--- src/rtl/spr_eval_pkg.sv ---
package spr_eval_pkg;

  typedef struct packed {
    logic [3:0] row;
    logic [8:0] xpos;
    logic [7:0] pat;
    logic [3:0] col;
  } slot_t;

  typedef enum logic [1:0] {ST_IDLE, ST_ISSUE, ST_WAIT, ST_FIN} ev_state_t;

  // horizontal position after optional 32-pixel left shift, 9-bit two's complement
  function automatic logic [8:0] early_adjust(input logic [7:0] x, input logic ec);
    return {1'b0, x} - {3'b000, ec, 5'b00000};
  endfunction

endpackage

--- src/rtl/spr_hit_calc.sv ---
module spr_hit_calc #(
  parameter int LINE_W = 8
) (
  input  logic [LINE_W-1:0] line,
  input  logic [LINE_W-1:0] ypos,
  input  logic              size16,
  input  logic              mag,
  output logic              hit,
  output logic [3:0]        row
);
  logic [LINE_W-1:0] delta;
  logic [5:0]        height;

  always_comb begin
    delta  = line - ypos - LINE_W'(1);
    height = size16 ? 6'd16 : 6'd8;
    if (mag) height = height << 1;
    hit = ({{(LINE_W-6){1'b0}}, height} > delta);
    row = mag ? delta[4:1] : delta[3:0];
  end
endmodule

--- src/rtl/spr_slot_bank.sv ---
module spr_slot_bank
  import spr_eval_pkg::*;
#(
  parameter int NSLOT = 4,
  localparam int SEL_W = $clog2(NSLOT)
) (
  input  logic               clk,
  input  logic               rst,
  input  logic               clear,
  input  logic               wr_en,
  input  logic [SEL_W-1:0]   wr_sel,
  input  slot_t              wr_data,
  output logic [4*NSLOT-1:0] row_o,
  output logic [9*NSLOT-1:0] x_o,
  output logic [8*NSLOT-1:0] pat_o,
  output logic [4*NSLOT-1:0] col_o
);
  for (genvar g = 0; g < NSLOT; g++) begin : g_slot
    slot_t q;
    always_ff @(posedge clk) begin
      if (rst || clear) q <= '0;
      else if (wr_en && wr_sel == SEL_W'(g)) q <= wr_data;
    end
    assign row_o[g*4 +: 4] = q.row;
    assign x_o[g*9 +: 9]   = q.xpos;
    assign pat_o[g*8 +: 8] = q.pat;
    assign col_o[g*4 +: 4] = q.col;
  end

  assert_no_clear_write_R5: assert property (@(posedge clk) disable iff (rst)
    !(clear && wr_en));
endmodule

--- src/rtl/spr_line_eval.sv ---
module spr_line_eval
  import spr_eval_pkg::*;
#(
  parameter int NSLOT  = 4,
  parameter int NENT   = 32,
  parameter int LINE_W = 8,
  parameter int ADDR_W = 14,
  parameter int TERM_Y = 208,
  localparam int IDX_W  = $clog2(NENT),
  localparam int BASE_W = ADDR_W - IDX_W - 2,
  localparam int CNT_W  = $clog2(NSLOT + 1),
  localparam int SEL_W  = $clog2(NSLOT)
) (
  input  logic               clk,
  input  logic               rst,
  input  logic               line_start,
  input  logic [LINE_W-1:0]  line_num,
  input  logic               cfg_size16,
  input  logic               cfg_mag,
  input  logic               cfg_show,
  input  logic               cfg_text_mode,
  input  logic [BASE_W-1:0]  cfg_attr_base,
  output logic               rd_req,
  output logic [ADDR_W-1:0]  rd_addr,
  input  logic               rd_valid,
  input  logic [7:0]         rd_data,
  input  logic               status_read,
  output logic               done,
  output logic [CNT_W-1:0]   slot_cnt,
  output logic [4*NSLOT-1:0] slot_row,
  output logic [9*NSLOT-1:0] slot_x,
  output logic [8*NSLOT-1:0] slot_pat,
  output logic [4*NSLOT-1:0] slot_col,
  output logic               fifth_flag,
  output logic [IDX_W-1:0]   fifth_num
);
  ev_state_t         st;
  logic [IDX_W-1:0]  idx, last_idx;
  logic [1:0]        fsel;
  logic [CNT_W-1:0]  cnt;
  logic [LINE_W-1:0] line_q;
  logic [3:0]        row_q;
  logic [7:0]        x_q, pat_q;
  logic              ovf_q, req_q, done_q, flag_q;
  logic [ADDR_W-1:0] addr_q;
  logic [IDX_W-1:0]  fnum_q;

  logic       hit;
  logic [3:0] hit_row;
  logic       enabled, bank_clear, bank_wr, at_end;
  slot_t      new_slot;

  spr_hit_calc #(.LINE_W(LINE_W)) u_hit (
    .line(line_q), .ypos(rd_data), .size16(cfg_size16), .mag(cfg_mag),
    .hit(hit), .row(hit_row)
  );

  always_comb begin
    enabled     = cfg_show && !cfg_text_mode;
    bank_clear  = (st == ST_IDLE) && line_start;
    bank_wr     = (st == ST_WAIT) && rd_valid && (fsel == 2'd3);
    at_end      = (idx == IDX_W'(NENT - 1));
    new_slot.row  = row_q;
    new_slot.xpos = early_adjust(x_q, rd_data[7]);
    new_slot.pat  = cfg_size16 ? {pat_q[7:2], 2'b00} : pat_q;
    new_slot.col  = rd_data[3:0];
  end

  spr_slot_bank #(.NSLOT(NSLOT)) u_bank (
    .clk(clk), .rst(rst), .clear(bank_clear), .wr_en(bank_wr),
    .wr_sel(cnt[SEL_W-1:0]), .wr_data(new_slot),
    .row_o(slot_row), .x_o(slot_x), .pat_o(slot_pat), .col_o(slot_col)
  );

  always_ff @(posedge clk) begin
    if (rst) begin
      st <= ST_IDLE; idx <= '0; last_idx <= '0; fsel <= '0; cnt <= '0;
      line_q <= '0; row_q <= '0; x_q <= '0; pat_q <= '0; ovf_q <= 1'b0;
      req_q <= 1'b0; done_q <= 1'b0; flag_q <= 1'b0; addr_q <= '0; fnum_q <= '0;
    end else begin
      req_q  <= 1'b0;
      done_q <= 1'b0;
      if (status_read) flag_q <= 1'b0;
      case (st)
        ST_IDLE: if (line_start) begin
          line_q <= line_num; idx <= '0; fsel <= '0; cnt <= '0; ovf_q <= 1'b0;
          if (enabled) st <= ST_ISSUE;
          else done_q <= 1'b1;
        end
        ST_ISSUE: begin
          req_q  <= 1'b1;
          addr_q <= {cfg_attr_base, idx, fsel};
          st     <= ST_WAIT;
        end
        ST_WAIT: if (rd_valid) begin
          case (fsel)
            2'd0: begin
              if (rd_data == 8'(TERM_Y)) begin
                last_idx <= idx; st <= ST_FIN;
              end else if (hit && cnt == CNT_W'(NSLOT)) begin
                ovf_q <= 1'b1; st <= ST_FIN;
                if (!flag_q) begin flag_q <= 1'b1; fnum_q <= idx; end
              end else if (hit) begin
                row_q <= hit_row; fsel <= 2'd1; st <= ST_ISSUE;
              end else if (at_end) begin
                last_idx <= idx; st <= ST_FIN;
              end else begin
                idx <= idx + 1'b1; st <= ST_ISSUE;
              end
            end
            2'd1: begin x_q <= rd_data; fsel <= 2'd2; st <= ST_ISSUE; end
            2'd2: begin pat_q <= rd_data; fsel <= 2'd3; st <= ST_ISSUE; end
            default: begin
              cnt  <= cnt + 1'b1;
              fsel <= 2'd0;
              if (at_end) begin last_idx <= idx; st <= ST_FIN; end
              else begin idx <= idx + 1'b1; st <= ST_ISSUE; end
            end
          endcase
        end
        default: begin
          done_q <= 1'b1;
          if (!flag_q && !ovf_q) fnum_q <= last_idx;
          st <= ST_IDLE;
        end
      endcase
    end
  end

  assign rd_req     = req_q;
  assign rd_addr    = addr_q;
  assign done       = done_q;
  assign slot_cnt   = cnt;
  assign fifth_flag = flag_q;
  assign fifth_num  = fnum_q;

  assert_single_req_R1: assert property (@(posedge clk) disable iff (rst)
    rd_req |=> !rd_req);
  assert_req_in_table_R1: assert property (@(posedge clk) disable iff (rst)
    rd_req |-> rd_addr[ADDR_W-1 -: BASE_W] == cfg_attr_base);
  assert_slot_limit_R5: assert property (@(posedge clk) disable iff (rst)
    cnt <= CNT_W'(NSLOT));
  assert_sticky_fifth_R8: assert property (@(posedge clk) disable iff (rst)
    (fifth_flag && !status_read) |=> (fifth_flag && $stable(fifth_num)));
  assert_disabled_quick_R10: assert property (@(posedge clk) disable iff (rst)
    (st == ST_IDLE && line_start && !enabled) |=> (done && !rd_req && $stable(fifth_num)));
  assert_done_pulse_R11: assert property (@(posedge clk) disable iff (rst)
    done |=> !done);
endmodule

--- config.mk ---
export PLATFORM = sky130hd
export DESIGN_NAME = spr_line_eval
export DESIGN_NICKNAME = d
export VERILOG_FILES = /design/src/rtl/spr_eval_pkg.sv /design/src/rtl/spr_hit_calc.sv /design/src/rtl/spr_slot_bank.sv /design/src/rtl/spr_line_eval.sv
export SDC_FILE = /design/constraint.sdc
export NUM_CORES = 1
export LEC_CHECK = 0
export ABC_AREA = 1
export BUFFER_PORTS_ARGS = -buffer_cell sky130_fd_sc_hd__buf_2
export CORE_MARGIN = 10
export CORE_UTILIZATION = 54
export CTS_CLUSTER_DIAMETER = 60
export DETAILED_ROUTE_END_ITERATION = 16
export PLACE_DENSITY = 0.92
export SLEW_MARGIN = 25
export SYNTH_ARGS = -nofsm -noshare
export SYNTH_HDL_FRONTEND = slang
export SYNTH_SLANG_ARGS = --single-unit
--- constraint.sdc ---
create_clock -name clk -period 3.4 [get_ports clk]
set_clock_uncertainty 0.1 [all_clocks]
set_input_delay 0.17 -clock clk [delete_from_list [all_inputs] [get_ports clk]]
set_output_delay 0.17 -clock clk [all_outputs]
set_load 0.005 [all_outputs]
==> flow_metrics.env <==
export IMPL_postSynth_asyncResetShare=0
export IMPL_grt_max_degree=77
export IMPL_clock_buffer_count_from_cts=17
export IMPL_grtUsageTotal=0.2183
export IMPL_synth_largest_type_area_fraction=0.4949
export IMPL_cts_root_buf="clkbuf_16"
export IMPL_synth_area_mm2=0.006795
export IMPL_post_place_cells=1144
export IMPL_initial_utilization=0.5587
export IMPL_htree_levels=4
export IMPL_clk_pin_slew_ns=0.06
export IMPL_floorplan_rows=40
export IMPL_globalplace_congestion=0.9003
export IMPL_startpoint_type="input port"
export IMPL_fin_crit_sh=0.9311
export IMPL_number_of_flops_mapped_to_enable_cells_by_yosys=0
export IMPL_dieHeight_um=132.2
export IMPL_slew_violations=0
export IMPL_synth_area_leaders="dfxtp_1 49%, o21ai_0 10%, a21oi_1 8.8%"
export IMPL_endpoint_kind="register"
export IMPL_setup_violations_final=0
export IMPL_post_drt_via_cell_ratio=5.397
export IMPL_synth_seq_area_share=0.4949
export IMPL_global_route_overflow_total=0
export IMPL_vias=6476
export IMPL_drt_first_pass_iters=6
export IMPL_run_status="finished, final reports clean"
export IMPL_clock_insertion_delay_worst_skew_ns=0.42
export IMPL_power_ir_vdd_worst_mv=0.4749
export IMPL_fill_cells=939
export IMPL_cts_setup_buffers=0
export IMPL_timing_max_cap_violations=0
export IMPL_ys_warnings_count=0
export IMPL_drt_met1_wl_mm=8.132
export IMPL_dominantRegCellSynth="dfxtp_1"
export IMPL_number_of_instances_in_the_synthesized_netlist=854
export IMPL_hold_violations=0
export IMPL_hold_path_class="input port to register"
export IMPL_leakage_nw=3.968
export IMPL_holdWs_ns=0.007772
export IMPL_list_of_most_frequent_post_synthesis_cells="168 x dfxtp_1, 141 x o21ai_0, 131 x nor2_1"
export IMPL_numPortBuffers=156
export IMPL_first_global_vias=6363
export IMPL_core_mm2=0.01216
export IMPL_top_layer="met4"
export IMPL_drive_above_1_share=0.2219
export IMPL_cellPowerDensity_mw_per_mm2=658.2
export IMPL_tightest_slew_ns=0.9395
export IMPL_synth_net_count=916
export IMPL_postSynthAreaPerCell_um2=7.957
export IMPL_n_antenna_cell=0
export IMPL_met3RoutedLength_mm=1.826
export IMPL_final_setup_tns_ns=0
export IMPL_critPathMaxFanout=6
export IMPL_remaining_drc_errors=0
export IMPL_drt_total_wl_mm=19.79
export IMPL_detailroute_wirelength_met2_mm=9.429
export IMPL_cp_required_ns=3.58
export IMPL_power_mw=5.584
export IMPL_area_growth_synth_to_final_pct=24.86
export IMPL_rsz0062_at_grt="false"
export IMPL_kind_of_critical_path="input port to register"
export IMPL_final_net_count=1081
export IMPL_grt_first_pass_wirelength_mm=31.77
export IMPL_antenna_found_initial=0
export IMPL_die_w_um=132.2
export IMPL_netlist_cell_type_count=38
export IMPL_detail_route_antenna_nets=0
export IMPL_finish_cell_count_without_fillers=1200
export IMPL_post_drt_wl_per_cell_um=16.49
export IMPL_post_route_min_period_ns=3.166
export IMPL_clock_sinks=168
export IMPL_synth_most_common_cell="dfxtp_1"
export IMPL_timing_max_slew_rel_slack=0.3698
export IMPL_die_area_mm2=0.01747
export IMPL_cts_tree="built"
export IMPL_max_freq_mhz=315.9
export IMPL_synth_largest_area_cell="dfxtp_1"
export IMPL_io_pins=157
export IMPL_dp_hpwl_mm=13.63
export IMPL_cp_data_arrival_time_ns=3.35
export IMPL_yosys_register_bits=168
export IMPL_drt_initial_drc_count=569
export IMPL_clock_tree_buffer_depth=2
-- where the power goes --
part | internal, mW | total (mW) | switching (mW)
combinational | 0.521 | 1.50 | 0.977
clock | 1.04 | 1.84 | 0.805
sequential | 2.13 | 2.24 | 0.111
total | 3.69 | 5.58 | 1.89
-- layout make-up --
type                       instances  area [um2]  share of cell area
clock buffer                      21       450.4             0.05309
clock inverter                    11       112.6             0.01327
inverter                          77       290.3             0.03421
multi-input combinational        570        2987              0.3520
sequential                       168        3363              0.3964
tap                              168       210.2             0.02478
timing repair buffer             185        1071              0.1262
-- critical path: stages --
cell and delay, ns:
dlygate4sd3_1 0.55, buf_2 0.14, inv_1 0.15, ha_1 0.20, inv_1 0.05, fa_1 0.39
inv_1 0.09, nand2_1 0.05, nand2_1 0.05, nand2_1 0.05, xor2_1 0.19, ha_1 0.28
nand3_1 0.11, nor3_2 0.05, a21oi_2 0.16, nand4_1 0.22, nand2_2 0.20, nand2_2 0.11
nand2_1 0.08, a21oi_1 0.06
-- repair_timing --
item | 4_1_cts | 5_1_grt
endpoints found under the hold margin | 27 | 0
setup endpoints to repair | 0 | 10
resized for setup | 0 | 4
hold buffers | 24 | 0
-- flip-flops by register name, summed over array words and instances (netlist names), 8 cells and up --
name          cells
u_bank.pat_o     32
line_q            8
rd_addr          14
u_bank.col_o     16
u_bank.x_o       36
u_bank.row_o     16
x_q               8
pat_q             8
-- cells in the final DEF, fill, tap and decap left out, drive strengths merged --
master	Yosys	final
dlygate4sd3	0	24
a21oi	120	120
o21ai	151	151
buf	22	161
nor3	7	7
bufinv	0	1
nand2	80	80
inv	73	77
ha	29	29
nand3	21	21
xnor2	2	2
o211ai	1	1
nor2	135	135
o21a	2	2
xor2	3	3
o21bai	2	2
nand4	4	4
fa	1	1
or2	2	2
o2111ai	4	4
dfxtp	168	168
a211oi	3	3
o22ai	1	1
clkinvlp	0	4
and3	1	1
nand3b	1	1
clkinv	4	6
clkbuf	17	21
-- kinds of logic after synthesis --
logic type                 synth area share
AOI/OAI and AO/OA                    0.2180
xor gates and xnor gates           0.006446
adders and majority gates           0.05634
buffers and inverters               0.06813
DFF                                  0.4949
and+or+nand+nor                      0.1561
-- final timing paths --
kind / from / to / slack, ns / cells after the start
max: rd_data[0] / fifth_num[3]$_SDFFE_PP0P_ / 0.23 / 20
min reg2reg: x_q[5]$_SDFFE_PP0P_ / x_q[5]$_SDFFE_PP0P_ / 0.36 / 2
min: cfg_text_mode / done$_SDFF_PP0_ / 0.008 / 5
max reg2reg: line_q[0]$_SDFFE_PP0P_ / fifth_num[3]$_SDFFE_PP0P_ / 0.51 / 17
-- routing by layer --
| layer | vias up | global-route usage |
|---|---|---|
| li1 | 3174 | - |
| met1 | 2973 | 0.2590 |
| met2 | 293 | 0.3639 |
| met3 | 36 | 0.06250 |
| met4 | 0 | 0.08557 |
| met5 | - | 0 |
-- through the flow --
| stage | setup slack [ns] | area (um2) | utilization |
|---|---|---|---|
| after floorplan | 0.8053 | 6795 | - |
| after global placement | 0.4334 | 7669 | 0.6306 |
| after detailed placement | 0.3612 | 7669 | 0.6306 |
| after CTS | 0.2046 | 8472 | 0.6966 |
| after global routing | 0.02571 | 8484 | 0.6976 |
| final | 0.2344 | 8484 | 0.6976 |
Power figures use the tool's default switching activity.
